### config.mk
export PLATFORM = sky130hd
export DESIGN_NAME = hisc_top
export DESIGN_NICKNAME = d
export VERILOG_FILES = /design/src/rtl/hisc_pkg.sv /design/src/rtl/hisc_regdec.sv /design/src/rtl/hisc_status.sv /design/src/rtl/hisc_top.sv
export SDC_FILE = /design/constraint.sdc
export NUM_CORES = 1
export LEC_CHECK = 0
export ABC_CLOCK_PERIOD_IN_PS = 7950
export CORE_AREA = 2 2 76 78
export DETAILED_ROUTE_END_ITERATION = 12
export DIE_AREA = 0 0 78 80
export GPL_ROUTABILITY_DRIVEN = 0
export GPL_TIMING_DRIVEN = 0
export HOLD_SLACK_MARGIN = 0.02
export PLACE_DENSITY = 0.81
export SYNTH_ARGS = -nofsm -noshare
export SYNTH_HDL_FRONTEND = slang
export SYNTH_SLANG_ARGS = --single-unit
### constraint.sdc
create_clock -name clk -period 7.95 [get_ports clk]
set_clock_uncertainty 0.2 [all_clocks]
set_input_delay 2.385 -clock clk [delete_from_list [all_inputs] [get_ports clk]]
set_output_delay 2.385 -clock clk [all_outputs]
set_load 0.01 [all_outputs]
### src/rtl/hisc_pkg.sv
package hisc_pkg;
  // byte offsets of the six registers
  localparam int OFF_NSTAT = 'h00;
  localparam int OFF_ESTAT = 'h02;
  localparam int OFF_NEN   = 'h04;
  localparam int OFF_EEN   = 'h06;
  localparam int OFF_NSIG  = 'h08;
  localparam int OFF_ESIG  = 'h0A;

  // stored bits of the normal status register (bits 8:0)
  localparam int NORM_BITS = 9;

  typedef enum logic [2:0] {
    SEL_NONE, SEL_NSTAT, SEL_ESTAT, SEL_NEN, SEL_EEN, SEL_NSIG, SEL_ESIG
  } rdSel_e;

  typedef struct packed {
    logic   clrNorm;
    logic   clrErr;
    logic   wrNormEn;
    logic   wrErrEn;
    logic   wrNormSig;
    logic   wrErrSig;
    rdSel_e rdSel;
  } regStrobe_t;
endpackage

### src/rtl/hisc_regdec.sv
module hisc_regdec
  import hisc_pkg::*;
#(
  parameter int AW = 8
) (
  input  logic [AW-1:0] regAddr,
  input  logic          regWrEn,
  output regStrobe_t    strobe
);
  always_comb begin
    strobe = '0;
    strobe.rdSel = SEL_NONE;
    case (regAddr)
      AW'(OFF_NSTAT): begin strobe.rdSel = SEL_NSTAT; strobe.clrNorm   = regWrEn; end
      AW'(OFF_ESTAT): begin strobe.rdSel = SEL_ESTAT; strobe.clrErr    = regWrEn; end
      AW'(OFF_NEN):   begin strobe.rdSel = SEL_NEN;   strobe.wrNormEn  = regWrEn; end
      AW'(OFF_EEN):   begin strobe.rdSel = SEL_EEN;   strobe.wrErrEn   = regWrEn; end
      AW'(OFF_NSIG):  begin strobe.rdSel = SEL_NSIG;  strobe.wrNormSig = regWrEn; end
      AW'(OFF_ESIG):  begin strobe.rdSel = SEL_ESIG;  strobe.wrErrSig  = regWrEn; end
      default: ;
    endcase
  end
endmodule

### src/rtl/hisc_status.sv
module hisc_status
  import hisc_pkg::*;
#(
  parameter int DW       = 16,
  parameter int ERR_BITS = 9
) (
  input  logic                clk,
  input  logic                rstN,
  input  regStrobe_t          strobe,
  input  logic [DW-1:0]       regWrData,
  input  logic [6:0]          normPulse,
  input  logic [ERR_BITS-1:0] errPulse,
  input  logic                cardPresent,
  output logic [DW-1:0]       regRdData,
  output logic                irqOut,
  output logic [DW-1:0]       normStatQ,
  output logic [DW-1:0]       errStatQ,
  output logic [DW-1:0]       normEnQ,
  output logic [DW-1:0]       errEnQ,
  output logic [DW-1:0]       normSigQ,
  output logic [DW-1:0]       errSigQ
);
  localparam int SUM_BIT = DW - 1;
  localparam logic [DW-1:0] NSTAT_MASK = {{(DW-NORM_BITS){1'b0}}, {NORM_BITS{1'b1}}};
  localparam logic [DW-1:0] NSIG_MASK  = NSTAT_MASK | {1'b1, {(DW-1){1'b0}}};
  localparam logic [DW-1:0] ERR_MASK   = {{(DW-ERR_BITS){1'b0}}, {ERR_BITS{1'b1}}};

  logic          prevCard;
  logic          cardIns, cardRem, errSummary, causeNow;
  logic [DW-1:0] normEvt, errEvt, normClr, errClr, normStatD, errStatD;

  assign cardIns = cardPresent & ~prevCard;
  assign cardRem = ~cardPresent & prevCard;
  assign normEvt = {{(DW-NORM_BITS){1'b0}}, normPulse[6], cardRem, cardIns, normPulse[5:0]};
  assign errEvt  = {{(DW-ERR_BITS){1'b0}}, errPulse};

  assign normClr = strobe.clrNorm ? regWrData : '0;
  assign errClr  = strobe.clrErr  ? regWrData : '0;

  // event term is ORed after the clear, so an arriving event wins
  assign normStatD = ((normStatQ & ~normClr) | (normEvt & normEnQ)) & NSTAT_MASK;
  assign errStatD  = ((errStatQ  & ~errClr)  | (errEvt  & errEnQ))  & ERR_MASK;

  assign errSummary = |errStatQ;
  assign causeNow   = (|(normStatQ & normSigQ)) |
                      (normSigQ[SUM_BIT] & (|(errStatQ & errSigQ)));

  always_ff @(posedge clk or negedge rstN) begin
    if (!rstN) begin
      prevCard  <= 1'b0;
      normStatQ <= '0;
      errStatQ  <= '0;
      normEnQ   <= '0;
      errEnQ    <= '0;
      normSigQ  <= '0;
      errSigQ   <= '0;
      irqOut    <= 1'b0;
    end else begin
      prevCard  <= cardPresent;
      normStatQ <= normStatD;
      errStatQ  <= errStatD;
      if (strobe.wrNormEn)  normEnQ  <= regWrData & NSTAT_MASK;
      if (strobe.wrErrEn)   errEnQ   <= regWrData & ERR_MASK;
      if (strobe.wrNormSig) normSigQ <= regWrData & NSIG_MASK;
      if (strobe.wrErrSig)  errSigQ  <= regWrData & ERR_MASK;
      irqOut    <= causeNow;
    end
  end

  always_comb begin
    case (strobe.rdSel)
      SEL_NSTAT: regRdData = normStatQ | {errSummary, {(DW-1){1'b0}}};
      SEL_ESTAT: regRdData = errStatQ;
      SEL_NEN:   regRdData = normEnQ;
      SEL_EEN:   regRdData = errEnQ;
      SEL_NSIG:  regRdData = normSigQ;
      SEL_ESIG:  regRdData = errSigQ;
      default:   regRdData = '0;
    endcase
  end
endmodule

### src/rtl/hisc_top.sv
module hisc_top
  import hisc_pkg::*;
#(
  parameter int AW       = 8,
  parameter int DW       = 16,
  parameter int ERR_BITS = 9
) (
  input  logic                clk,
  input  logic                rstN,
  input  logic [AW-1:0]       regAddr,
  input  logic                regWrEn,
  input  logic [DW-1:0]       regWrData,
  output logic [DW-1:0]       regRdData,
  input  logic [6:0]          normPulse,
  input  logic [ERR_BITS-1:0] errPulse,
  input  logic                cardPresent,
  output logic                irqOut
);
  regStrobe_t    strobe;
  logic [DW-1:0] normStatQ, errStatQ, normEnQ, errEnQ, normSigQ, errSigQ;

  hisc_regdec #(.AW(AW)) u_dec (
    .regAddr (regAddr),
    .regWrEn (regWrEn),
    .strobe  (strobe)
  );

  hisc_status #(.DW(DW), .ERR_BITS(ERR_BITS)) u_dp (
    .clk         (clk),
    .rstN        (rstN),
    .strobe      (strobe),
    .regWrData   (regWrData),
    .normPulse   (normPulse),
    .errPulse    (errPulse),
    .cardPresent (cardPresent),
    .regRdData   (regRdData),
    .irqOut      (irqOut),
    .normStatQ   (normStatQ),
    .errStatQ    (errStatQ),
    .normEnQ     (normEnQ),
    .errEnQ      (errEnQ),
    .normSigQ    (normSigQ),
    .errSigQ     (errSigQ)
  );
endmodule

==> results of run 1 <==
[flip-flops by register name, indices dropped and copies added (netlist names)]
signal / count
u_dp.errEnQ: 9
u_dp.errSigQ: 9
u_dp.errStatQ: 9
u_dp.irqOut: 1
u_dp.normEnQ: 9
u_dp.normSigQ: 10
u_dp.normStatQ: 9
u_dp.prevCard: 1
[cell type report]
cell class                 instances  area (µm²)  share of cell area
tap                               72        90.1              0.0252
buffer                            15        97.6              0.0273
sequential                        57        1430               0.400
multi-input combinational        138        1270               0.355
inverter                          11        41.3              0.0116
timing repair buffer              49         495               0.139
clock buffer                      12         145              0.0407
clock inverter                     1        5.00             0.00140
[placed cells by master (no fill, tap or decap), types with 3 or more instances in the layout]
master	n
sky130_fd_sc_hd__clkdlybuf4s50_1	47
sky130_fd_sc_hd__buf_4	8
sky130_fd_sc_hd__a22o_1	18
sky130_fd_sc_hd__conb_1	6
sky130_fd_sc_hd__clkbuf_8	10
sky130_fd_sc_hd__buf_2	4
sky130_fd_sc_hd__mux2_2	35
sky130_fd_sc_hd__mux2i_1	9
sky130_fd_sc_hd__a22oi_1	3
sky130_fd_sc_hd__mux4_2	9
sky130_fd_sc_hd__inv_1	11
sky130_fd_sc_hd__clkbuf_1	3
sky130_fd_sc_hd__o22ai_1	9
sky130_fd_sc_hd__nand2_1	19
sky130_fd_sc_hd__dfrtp_1	57
[cells in the mapped netlist (2+ instances only)]
library cell	count
sky130_fd_sc_hd__a222oi_1	2
sky130_fd_sc_hd__mux2_2	35
sky130_fd_sc_hd__o21ai_0	2
sky130_fd_sc_hd__mux4_2	9
sky130_fd_sc_hd__nand3_2	2
sky130_fd_sc_hd__mux2i_1	9
sky130_fd_sc_hd__inv_1	11
sky130_fd_sc_hd__or4_1	2
sky130_fd_sc_hd__dfrtp_1	57
sky130_fd_sc_hd__nor4_1	2
sky130_fd_sc_hd__buf_2	3
sky130_fd_sc_hd__nand2_1	19
sky130_fd_sc_hd__buf_4	8
sky130_fd_sc_hd__a22o_1	18
sky130_fd_sc_hd__o22ai_1	9
sky130_fd_sc_hd__nor3b_1	2
sky130_fd_sc_hd__and4bb_2	2
sky130_fd_sc_hd__buf_1	2
sky130_fd_sc_hd__mux2_1	2
sky130_fd_sc_hd__and3_1	2
sky130_fd_sc_hd__a22oi_1	3
[stage by stage]
step	area [µm²]	hold slack, ns	setup WS (ns)	util	instances
detailed placement	3420	0.307	0.374	0.632	342
global route	3570	0.345	0.256	0.660	355
finish	3570	0.323	0.347	0.660	355
global placement	3400	0.306	0.396	0.630	341
floorplan	2830	0.273	1.59	-	221
CTS	3570	0.320	0.328	0.660	355
[routing by layer]
layer	global-route usage	routed length (µm)	part of all wire
met5	0	0	0
met1	0.305	2900	0.43
met3	0.0769	478	0.070
met4	0.118	178	0.026
met2	0.372	3240	0.48
[cell families (layout without fill, tap and decap cells)]
logic type,count (synthesis),after routing,synth area share
AO/OA/AOI/OAI,37,37,0.104
AND/OR/NAND/NOR,40,40,0.0858
multiplexers,55,55,0.252
flip-flops,57,57,0.507
other,1,6,0.00133
buffers and inverters,26,88,0.0494
[worst paths after layout]
| kind | end | slack (ns) | startpoint | cells past startpoint |
|---|---|---|---|---|
| hold / removal | u_dp.normStatQ[7]$_DFF_PN0_ | 0.32 | u_dp.normStatQ[7]$_DFF_PN0_ | 1 |
| max in group asynchronous | u_dp.errSigQ[8]$_DFFE_PN0P_ | 5.15 | rstN | 2 |
| min in group asynchronous | u_dp.errStatQ[7]$_DFF_PN0_ | 1.83 | rstN | 1 |
| hold reg to reg | u_dp.normStatQ[7]$_DFF_PN0_ | 0.32 | u_dp.normStatQ[7]$_DFF_PN0_ | 1 |
| setup reg to reg | u_dp.irqOut$_DFF_PN0_ | 6.48 | u_dp.errStatQ[7]$_DFF_PN0_ | 4 |
| setup / recovery | regRdData[8] | 0.35 | regAddr[1] | 7 |
[worst max-delay path: cells and delay by family]
family	cells	cell delay, ns
AOI/OAI and AO/OA	1	0.17
buffers and inverters	5	2.10
muxes	1	0.35
[power by group through the flow]
stage / clock, mW / sequential, mW / combinational [mW]
global placement: 0 / 0.381 / 0.114
global route: 0.239 / 0.384 / 0.130
finish: 0.221 / 0.379 / 0.119
floorplan: 0 / 0.365 / 0.0753
CTS: 0.225 / 0.378 / 0.119
detailed placement: 0 / 0.382 / 0.119
==> impl_metrics.sql, run 1 <==
INSERT INTO impl_metrics (metric_group, metric, value, unit) VALUES
('status', 'status', 'finished clean', ''),
('yosys', 'mappedNetlistArea', '2810', 'µm²'),
('pwr', 'pwr-share-seq', '0.527', ''),
('floorplanning', 'start_util', '0.521', ''),
('setup_path', 'worstPathArrival', '5.02', 'ns'),
('drt', 'antenna_left', '0', ''),
('yosys', 'netlist_instances', '216', ''),
('yosys', 'netlist_top_cells_area', 'sky130_fd_sc_hd__dfrtp_1 (51%), sky130_fd_sc_hd__mux2_2 (14%), sky130_fd_sc_hd__mux4_2 (7.2%), sky130_fd_sc_hd__a22o_1 (5.6%), sky130_fd_sc_hd__mux2i_1 (3.2%)', ''),
('grt', 'grt_antenna_before_repair', '0', ''),
('floorplanning', 'fp.dieArea', '6240', 'µm²'),
('floorplanning', 'placeableCoreArea', '5410', 'µm²'),
('drt', 'routed-via-count', '2111', ''),
('clock_tree', 'post-cts-setup-buffers', '0', ''),
('pwr', 'finalPower', '0.719', 'mW'),
('drt', 'dr.pass1.iters', '4', ''),
('pwr', 'clock_power_share', '0.308', ''),
('setup_path', 'worstPathMaxFanout', '10', ''),
('floorplanning', 'dieHeight', '80', 'µm'),
('grt', 'via_count_of_the_first_global_routing_pass', '2111', ''),
('sta', 'slew_violations', '0', ''),
('setup_path', 'path_cells', 'clkdlybuf4s50_1 > buf_4 > buf_1 > mux4_2 > inv_1 > o22ai_1 > clkdlybuf4s50_1', ''),
('clock_tree', 'cts.reportedPaths.clkPinSlew', '0.06', 'ns'),
('setup_path', 'path_class', 'input pin to primary output', ''),
('yosys', 'syn_area_per_cell', '13.0', 'µm²'),
('floorplanning', 'placementRows', '27', ''),
('clock_tree', 'cts_hold_buf', '0', ''),
('clock_tree', 'cts.htree.levels', '3', ''),
('drt', 'detail_route.wl_per_cell', '19.1', 'µm'),
('run', 'max_cap_violations', '0', ''),
('grt', 'total_global_route_track_usage', '0.240', ''),
('yosys', 'yosys_warnings', '0', ''),
('final_layout', 'areaGrowthSynthToFinish', '26.8', '%'),
('yosys', 'synth_largest_area_cell', 'sky130_fd_sc_hd__dfrtp_1', ''),
('setup_path', 'critical-path-slowest-cell', 'sky130_fd_sc_hd__buf_1', ''),
('grt', 'global_route_wire_length_before_repair', '10800', 'µm'),
('pwr', 'power.net_switching', '0.193', 'mW'),
('grt', 'grt_max_degree', '37', ''),
('yosys', 'ys_dominant_reg_cell', 'sky130_fd_sc_hd__dfrtp_1', ''),
('final_layout', 'num-nets-final', '325', ''),
('place', 'hpwl', '4640', 'µm'),
('yosys', 'synth_cell_type_count', '36', ''),
('sta', 'timing_worst_slew_pin_value', '0.899', 'ns'),
('final_layout', 'num-fill-cells', '421', ''),
('place', 'placement.io_buffers', '48', ''),
('yosys', 'synth_sequential_area_ratio', '0.507', ''),
('sta', 'max_clock_freq', '0.132', 'GHz'),
('pwr', 'switching_share', '0.268', ''),
('setup_path', 'worst_stage_delay_on_the_critical_path', '0.70', 'ns'),
('yosys', 'synth_enable_flop_cells', '0', ''),
('clock_tree', 'cts_tree', 'done', ''),
('pwr', 'comb_power_share', '0.165', ''),
('pwr', 'vdd_drop_max', '127', 'µV'),
('pwr', 'total_leakage_power', '1.62', 'nW'),
('clock_tree', 'clock_tree_buffer_depth', '2', ''),
('sta', 'period_needed', '7.60', 'ns'),
('sta', 'timing.setup.tns', '0', 'ns'),
('sta', 'setup_viol_count_final', '0', ''),
('pwr', 'cellInternalPower', '0.526', 'mW'),
('grt', 'grt.overflow.total', '0', ''),
('clock_tree', 'clkSinkCount', '57', ''),
('pwr', 'p_per_area', '202', 'nW/µm²'),
('sta', 'hold_violations', '0', ''),
('drt', 'drc_viols', '0', ''),
('hold_path', 'hold_path.class', 'flop to flop', ''),
('clock_tree', 'clock_insertion_delay_worst_skew', '0.34', 'ns'),
('final_layout', 'n_antenna_cell', '0', ''),
('drt', 'vias_per_cell', '5.95', ''),
('clock_tree', 'cts_made_buffers', '9', ''),
('setup_path', 'worst_setup_path_end_kind', 'primary output', ''),
('sta', 'grt_setup_unrepaired', 'false', ''),
('drt', 'drt_iter0_drc', '189', '');
Power figures use the tool's default switching activity.
==> run 2, diff against run 1 <==
ABC_CLOCK_PERIOD_IN_PS = 6410   (was 7950)
CORE_AREA = 2 2 82 84   (was 2 2 76 78)
CTS_CLUSTER_SIZE = 28   (was unset)
DIE_AREA = 0 0 84 86   (was 0 0 78 80)
PLACE_DENSITY = 0.73   (was 0.81)
clock period = 6.41 ns   (was 7.95 ns; I/O delays follow)
==> impl_metrics.sql, run 2 (synthesis gave the netlist of run 1 again) <==
INSERT INTO impl_metrics (metric_group, metric, value, unit) VALUES
('floorplanning', 'placementRows', '29', ''),
('pwr', 'finalPower', '0.963', 'mW'),
('drt', 'vias_per_cell', '5.63', ''),
('setup_path', 'start_kind', 'input pin', ''),
('clock_tree', 'clock_tree_buffer_depth', '2', ''),
('drt', 'detail_route.wirelength', '6700', 'µm'),
('final_layout', 'drive_above_1_share', '0.288', ''),
('setup_path', 'worst_setup_path_end_kind', 'primary output', ''),
('floorplanning', 'placeableCoreArea', '6280', 'µm²'),
('setup_path', 'worstPathArrival', '4.06', 'ns'),
('final_layout', 'areaGrowthSynthToFinish', '28.9', '%'),
('status', 'status', 'finished clean', ''),
('final_layout', 'n_antenna_cell', '0', ''),
('final_layout', 'num-fill-cells', '555', ''),
('clock_tree', 'clock_tree.root_cell', 'sky130_fd_sc_hd__clkbuf_8', ''),
('place', 'placement.io_buffers', '48', ''),
('sta', 'setup_viol_count_final', '0', ''),
('pwr', 'p_per_area', '265', 'nW/µm²'),
('pwr', 'clock_power_share', '0.359', ''),
('floorplanning', 'top_level_ports', '61', ''),
('grt', 'grt_antenna_before_repair', '0', ''),
('final_layout', 'final-instance-count-excl-fill', '362', ''),
('sta', 'layout_worst_path_cycle_share', '0.964', ''),
('setup_path', 'worst_ep_required_time', '4.29', 'ns'),
('grt', 'grt.overflow.total', '0', ''),
('final_layout', 'area_of_the_multi_input_gates', '1270', 'µm²'),
('setup_path', 'worstPathMaxFanout', '9', ''),
('pwr', 'cellInternalPower', '0.720', 'mW'),
('sta', 'max_clock_freq', '0.162', 'GHz'),
('clock_tree', 'clock_insertion_delay_worst_skew', '0.33', 'ns'),
('drt', 'detail_route.wl_per_cell', '18.5', 'µm'),
('floorplanning', 'die_width', '84', 'µm'),
('final_layout', 'layout.cells.most_common', 'sky130_fd_sc_hd__dfrtp_1', ''),
('run', 'max_cap_violations', '0', ''),
('place', 'dpl.cell_count', '347', ''),
('hold_path', 'hold_path.class', 'flop to flop', ''),
('clock_tree', 'cts.reportedPaths.clkPinSlew', '0.06', 'ns'),
('pwr', 'total_leakage_power', '1.70', 'nW'),
('drt', 'drc_viols', '0', ''),
('grt', 'grt_max_degree', '40', ''),
('pwr', 'pwr-share-seq', '0.488', ''),
('clock_tree', 'clkSinkCount', '57', ''),
('pwr', 'power.net_switching', '0.243', 'mW'),
('final_layout', 'largest-register', 'u_dp.normSigQ', ''),
('floorplanning', 'start_util', '0.448', ''),
('pwr', 'comb_power_share', '0.153', ''),
('floorplanning', 'dieHeight', '86', 'µm'),
('grt', 'global_route_wire_length_before_repair', '10700', 'µm'),
('setup_path', 'path_class', 'input pin to primary output', ''),
('clock_tree', 'cts_tree', 'done', ''),
('place', 'hpwl', '4690', 'µm'),
('clock_tree', 'cts_made_buffers', '9', ''),
('pwr', 'switching_share', '0.252', ''),
('final_layout', 'layout.cells.most_common_list', 'sky130_fd_sc_hd__dfrtp_1 (57), sky130_fd_sc_hd__clkdlybuf4s50_1 (38), sky130_fd_sc_hd__mux2_2 (35), sky130_fd_sc_hd__nand2_1 (19), sky130_fd_sc_hd__a22o_1 (18)', ''),
('drt', 'drt_iter0_drc', '161', ''),
('pwr', 'vdd_drop_max', '139', 'µV'),
('final_layout', 'largest_reg_flops', '10', ''),
('sta', 'slew_violations', '0', ''),
('clock_tree', 'cts.htree.levels', '3', ''),
('sta', 'grt_setup_unrepaired', 'false', ''),
('floorplanning', 'fp.dieArea', '7220', 'µm²'),
('grt', 'total_global_route_track_usage', '0.197', ''),
('drt', 'routed-via-count', '2038', ''),
('sta', 'period_needed', '6.18', 'ns'),
('sta', 'hold_violations', '0', ''),
('drt', 'dr.pass1.iters', '5', ''),
('final_layout', 'ff_latch_area', '1430', 'µm²'),
('drt', 'antenna_left', '0', ''),
('final_layout', 'num-nets-final', '324', ''),
('grt', 'via_count_of_the_first_global_routing_pass', '2003', '');
[run 2: cell count changes in the layout (fill, tap and decap cells not counted), sizes merged]
cell / before / now
buf: 16 / 14
bufinv: 0 / 1
clkbuf: 13 / 15
clkdlybuf4s15: 0 / 1
clkdlybuf4s50: 47 / 38
dlygate4sd2: 0 / 9
[run 2: power groups by stage]
stage / registers, mW / clock network, mW / logic (mW)
after CTS: 0.469 / 0.354 / 0.150
after global routing: 0.476 / 0.370 / 0.161
final: 0.470 / 0.346 / 0.148
after detailed placement: 0.475 / 0 / 0.149
after global placement: 0.473 / 0 / 0.142
after floorplan: 0.452 / 0 / 0.0934
[run 2: area by class of cell]
cell class,instances,share of cell area
Inverter,11,0.0114
Multi-Input combinational cell,138,0.350
Tap cell,77,0.0266
Clock buffer,14,0.0476
Sequential cell,57,0.393
Clock inverter,2,0.00966
Timing Repair Buffer,49,0.133
Buffer,14,0.0283
[run 2: path summary, 6_finish.rpt]
check	depth (start not counted)	slack (ns)	start	end
setup / recovery	6	0.23	regAddr[5]	regRdData[8]
hold / removal	1	0.32	u_dp.normEnQ[5]$_DFFE_PN0P_	u_dp.normStatQ[5]$_DFF_PN0_
setup reg to reg	4	4.87	u_dp.errStatQ[2]$_DFF_PN0_	u_dp.irqOut$_DFF_PN0_
hold reg to reg	1	0.32	u_dp.normEnQ[5]$_DFFE_PN0P_	u_dp.normStatQ[5]$_DFF_PN0_
max in group asynchronous	2	4.13	rstN	u_dp.normEnQ[5]$_DFFE_PN0P_
min in group asynchronous	1	1.33	rstN	u_dp.errStatQ[6]$_DFF_PN0_
[run 2: per-layer routing]
metal / wire length, µm / GRT usage
met1: 2980 / 0.270
met2: 3160 / 0.297
met3: 457 / 0.0510
met4: 113 / 0.0909
met5: 0 / 0
[run 2: what timing repair did]
| item | CTS | global route |
|---|---|---|
| endpoints found under the setup margin | 9 | 0 |
| resized for setup | 13 | 0 |
| setup buffers | 0 | 0 |
| hold buffers | 0 | 0 |
[run 2: stage by stage]
step	worst slack (ns)	hold slack [ns]	TNS, ns	utilization	instance area (µm²)
3_5_place_dp	-0.217	0.314	-0.419	0.546	3420
4_1_cts	0.231	0.323	0	0.578	3630
2_1_floorplan	0.974	0.273	0	-	2830
3_3_place_gp	-0.243	0.304	-0.409	0.543	3410
5_1_grt	0.138	0.342	0	0.578	3630
6_report	0.232	0.324	0	0.578	3630
[run 2: worst max-delay path, stage by stage]
cell	delay (ns)
sky130_fd_sc_hd__clkdlybuf4s50_1	0.40
sky130_fd_sc_hd__or4_4	0.59
sky130_fd_sc_hd__or3_2	0.42
sky130_fd_sc_hd__buf_2	0.21
sky130_fd_sc_hd__o22ai_1	0.22
sky130_fd_sc_hd__dlygate4sd2_1	0.29
==> run 3, diff against run 2 <==
CORE_AREA = 2 2 81 83   (was 2 2 82 84)
CTS_BUF_LIST = sky130_fd_sc_hd__clkbuf_8   (was unset)
DIE_AREA = 0 0 83 85   (was 0 0 84 86)
PLACE_DENSITY = 0.75   (was 0.73)
==> impl_metrics.sql, run 3 (synthesis gave the netlist of run 1 again) <==
INSERT INTO impl_metrics (metric_group, metric, value, unit) VALUES
('clock_tree', 'clock_tree_buffer_depth', '2', ''),
('floorplanning', 'fp.dieArea', '7060', 'µm²'),
('clock_tree', 'clock_tree.root_cell', 'sky130_fd_sc_hd__clkbuf_8', ''),
('sta', 'hold_violations', '0', ''),
('floorplanning', 'die_width', '83', 'µm'),
('pwr', 'vdd_drop_max', '176', 'µV'),
('setup_path', 'ff2ff_path_depth', '4', ''),
('sta', 'period_needed', '6.23', 'ns'),
('place', 'placement.io_buffers', '48', ''),
('final_layout', 'num-nets-final', '325', ''),
('setup_path', 'r2r_start', 'u_dp.errStatQ[2]$_DFF_PN0_', ''),
('setup_path', 'worstPathArrival', '4.11', 'ns'),
('pwr', 'clock_power_share', '0.365', ''),
('clock_tree', 'cts.htree.levels', '3', ''),
('clock_tree', 'cts_hold_buf', '0', ''),
('sta', 'hold_slack', '0.321', 'ns'),
('pwr', 'cellInternalPower', '0.719', 'mW'),
('sta', 'grt_setup_unrepaired', 'false', ''),
('setup_path', 'start_kind', 'input pin', ''),
('place', 'pre_cts_ws', '-0.272', 'ns'),
('drt', 'drt_iter0_drc', '136', ''),
('floorplanning', 'dieHeight', '85', 'µm'),
('pwr', 'power.net_switching', '0.254', 'mW'),
('drt', 'drc_viols', '0', ''),
('setup_path', 'crit_path_start', 'regAddr[1]', ''),
('setup_path', 'path_class', 'input pin to primary output', ''),
('setup_path', 'worst_setup_path_end_kind', 'primary output', ''),
('floorplanning', 'start_util', '0.454', ''),
('drt', 'antenna_left', '0', ''),
('sta', 'setup_viol_count_final', '0', ''),
('drt', 'dr.pass1.iters', '5', ''),
('final_layout', 'largest-register', 'u_dp.normSigQ', ''),
('sta', 'timing_worst_slew_pin_value', '0.604', 'ns'),
('sta', 'smallest_setup_slack_after_layout', '0.176', 'ns'),
('status', 'status', 'finished clean', ''),
('grt', 'global_route_wire_length_before_repair', '11200', 'µm'),
('final_layout', 'n_antenna_cell', '0', ''),
('pwr', 'comb_power_share', '0.152', ''),
('final_layout', 'layout.cells.most_common', 'sky130_fd_sc_hd__dfrtp_1', ''),
('clock_tree', 'clkSinkCount', '57', ''),
('place', 'hpwl', '4630', 'µm'),
('pwr', 'switching_share', '0.261', ''),
('clock_tree', 'cts_tree', 'done', ''),
('clock_tree', 'clock_insertion_delay_worst_skew', '0.35', 'ns'),
('setup_path', 'worstPathMaxFanout', '10', ''),
('drt', 'vias_per_cell', '5.65', ''),
('pwr', 'pwr-share-seq', '0.483', ''),
('floorplanning', 'placeableCoreArea', '6200', 'µm²'),
('grt', 'grt_antenna_before_repair', '0', ''),
('final_layout', 'areaGrowthSynthToFinish', '29.3', '%'),
('grt', 'via_count_of_the_first_global_routing_pass', '2107', ''),
('drt', 'detail_route.wirelength', '6760', 'µm'),
('hold_path', 'hold_path.class', 'flop to flop', ''),
('setup_path', 'rr_endpoint', 'u_dp.irqOut$_DFF_PN0_', ''),
('drt', 'detail_route.wl_per_cell', '18.6', 'µm'),
('sta', 'timing.max_slew.rel_slack', '0.597', ''),
('pwr', 'total_leakage_power', '1.70', 'nW'),
('run', 'max_cap_violations', '0', ''),
('drt', 'routed-via-count', '2052', ''),
('setup_path', 'r2r_setup_slack', '4.89', 'ns'),
('grt', 'total_global_route_track_usage', '0.212', ''),
('pwr', 'p_per_area', '268', 'nW/µm²'),
('final_layout', 'layout.cells.most_common_list', 'sky130_fd_sc_hd__dfrtp_1 (57), sky130_fd_sc_hd__clkdlybuf4s50_1 (38), sky130_fd_sc_hd__mux2_2 (35), sky130_fd_sc_hd__nand2_1 (19), sky130_fd_sc_hd__a22o_1 (18)', ''),
('sta', 'max_clock_freq', '0.160', 'GHz'),
('clock_tree', 'cts.reportedPaths.clkPinSlew', '0.06', 'ns'),
('final_layout', 'final_util', '0.586', ''),
('floorplanning', 'placementRows', '29', ''),
('clock_tree', 'cts_made_buffers', '9', ''),
('floorplanning', 'top_level_ports', '61', ''),
('sta', 'layout_worst_path_cycle_share', '0.973', ''),
('setup_path', 'worst_ep_required_time', '4.29', 'ns'),
('grt', 'grt_max_degree', '39', ''),
('final_layout', 'largest_reg_flops', '10', ''),
('final_layout', 'drive_above_1_share', '0.290', ''),
('setup_path', 'worstSetupEndpoint', 'regRdData[8]', ''),
('grt', 'grt.overflow.total', '0', ''),
('place', 'dpl.cell_count', '347', ''),
('final_layout', 'final-instance-count-excl-fill', '363', ''),
('sta', 'slew_violations', '0', '');
==> run 3: cell types whose count changed in the layout (fill, tap and decap cells not counted) <==
cell	change
sky130_fd_sc_hd__buf_1	+1
sky130_fd_sc_hd__clkbuf_1	-2
sky130_fd_sc_hd__nand2b_1	+1
sky130_fd_sc_hd__nand2b_2	-1
sky130_fd_sc_hd__clkinvlp_4	+2
==> run 3: stage by stage <==
| step | total power [mW] | setup TNS (ns) | cell area, µm² |
|---|---|---|---|
| 2_1_floorplan | 0.546 | 0 | 2830 |
| 3_3_place_gp | 0.615 | -0.406 | 3410 |
| 3_5_place_dp | 0.624 | -0.635 | 3420 |
| 4_1_cts | 0.979 | 0 | 3640 |
| 5_1_grt | 1.02 | 0 | 3640 |
| 6_report | 0.973 | 0 | 3640 |
==> run 3: power by group through the flow <==
stage | Clock, mW | Sequential, mW | Combinational (mW)
global route | 0.377 | 0.476 | 0.162
finish | 0.355 | 0.470 | 0.148
detailed placement | 0 | 0.475 | 0.149
global placement | 0 | 0.473 | 0.142
floorplan | 0 | 0.452 | 0.0934
CTS | 0.360 | 0.469 | 0.149
==> run 3: layout make-up <==
type                       instances  area [µm²]
multi-input combinational        138        1270
tap                               77        96.3
fill                             516        2570
clock inverter                     4        50.0
sequential                        57        1430
timing repair buffer              49         484
buffer                            15         106
clock buffer                      12         165
inverter                          11        41.3
==> run 3: what timing repair did <==
| item | in CTS | in global routing |
|---|---|---|
| resized for setup | 12 | 0 |
| endpoints found under the setup margin | 9 | 0 |
| setup buffers | 0 | 0 |
==> run 3: how the worst min path moves through the flow <==
stage                                            from                          end  slack (ns)  depth (start not counted)
final                     u_dp.normEnQ[4]$_DFFE_PN0P_  u_dp.normEnQ[4]$_DFFE_PN0P_        0.32                          1
after CTS                 u_dp.normEnQ[4]$_DFFE_PN0P_  u_dp.normEnQ[4]$_DFFE_PN0P_        0.33                          1
after floorplan           u_dp.normStatQ[7]$_DFF_PN0_  u_dp.normStatQ[7]$_DFF_PN0_        0.27                          1
after detailed placement  u_dp.normEnQ[4]$_DFFE_PN0P_  u_dp.normEnQ[4]$_DFFE_PN0P_        0.31                          1
after global placement     u_dp.errEnQ[8]$_DFFE_PN0P_   u_dp.errStatQ[8]$_DFF_PN0_        0.30                          1
after global routing      u_dp.normEnQ[4]$_DFFE_PN0P_  u_dp.normEnQ[4]$_DFFE_PN0P_        0.33                          1
==> run 3: per-layer routing <==
metal / wire [µm] / part of all wire / GRT usage
met1: 2960 / 0.44 / 0.281
met2: 3240 / 0.48 / 0.326
met3: 423 / 0.063 / 0.0574
met4: 141 / 0.021 / 0.0999
met5: 0 / 0 / 0
==> run 3: worst max-delay path, stage by stage <==
cell and delay, ns:
sky130_fd_sc_hd__clkdlybuf4s50_1 0.54, sky130_fd_sc_hd__buf_4 0.26, sky130_fd_sc_hd__clkdlybuf4s15_2 0.50, sky130_fd_sc_hd__mux4_2 0.37
sky130_fd_sc_hd__inv_1 0.08, sky130_fd_sc_hd__o22ai_1 0.09, sky130_fd_sc_hd__dlygate4sd2_1 0.34
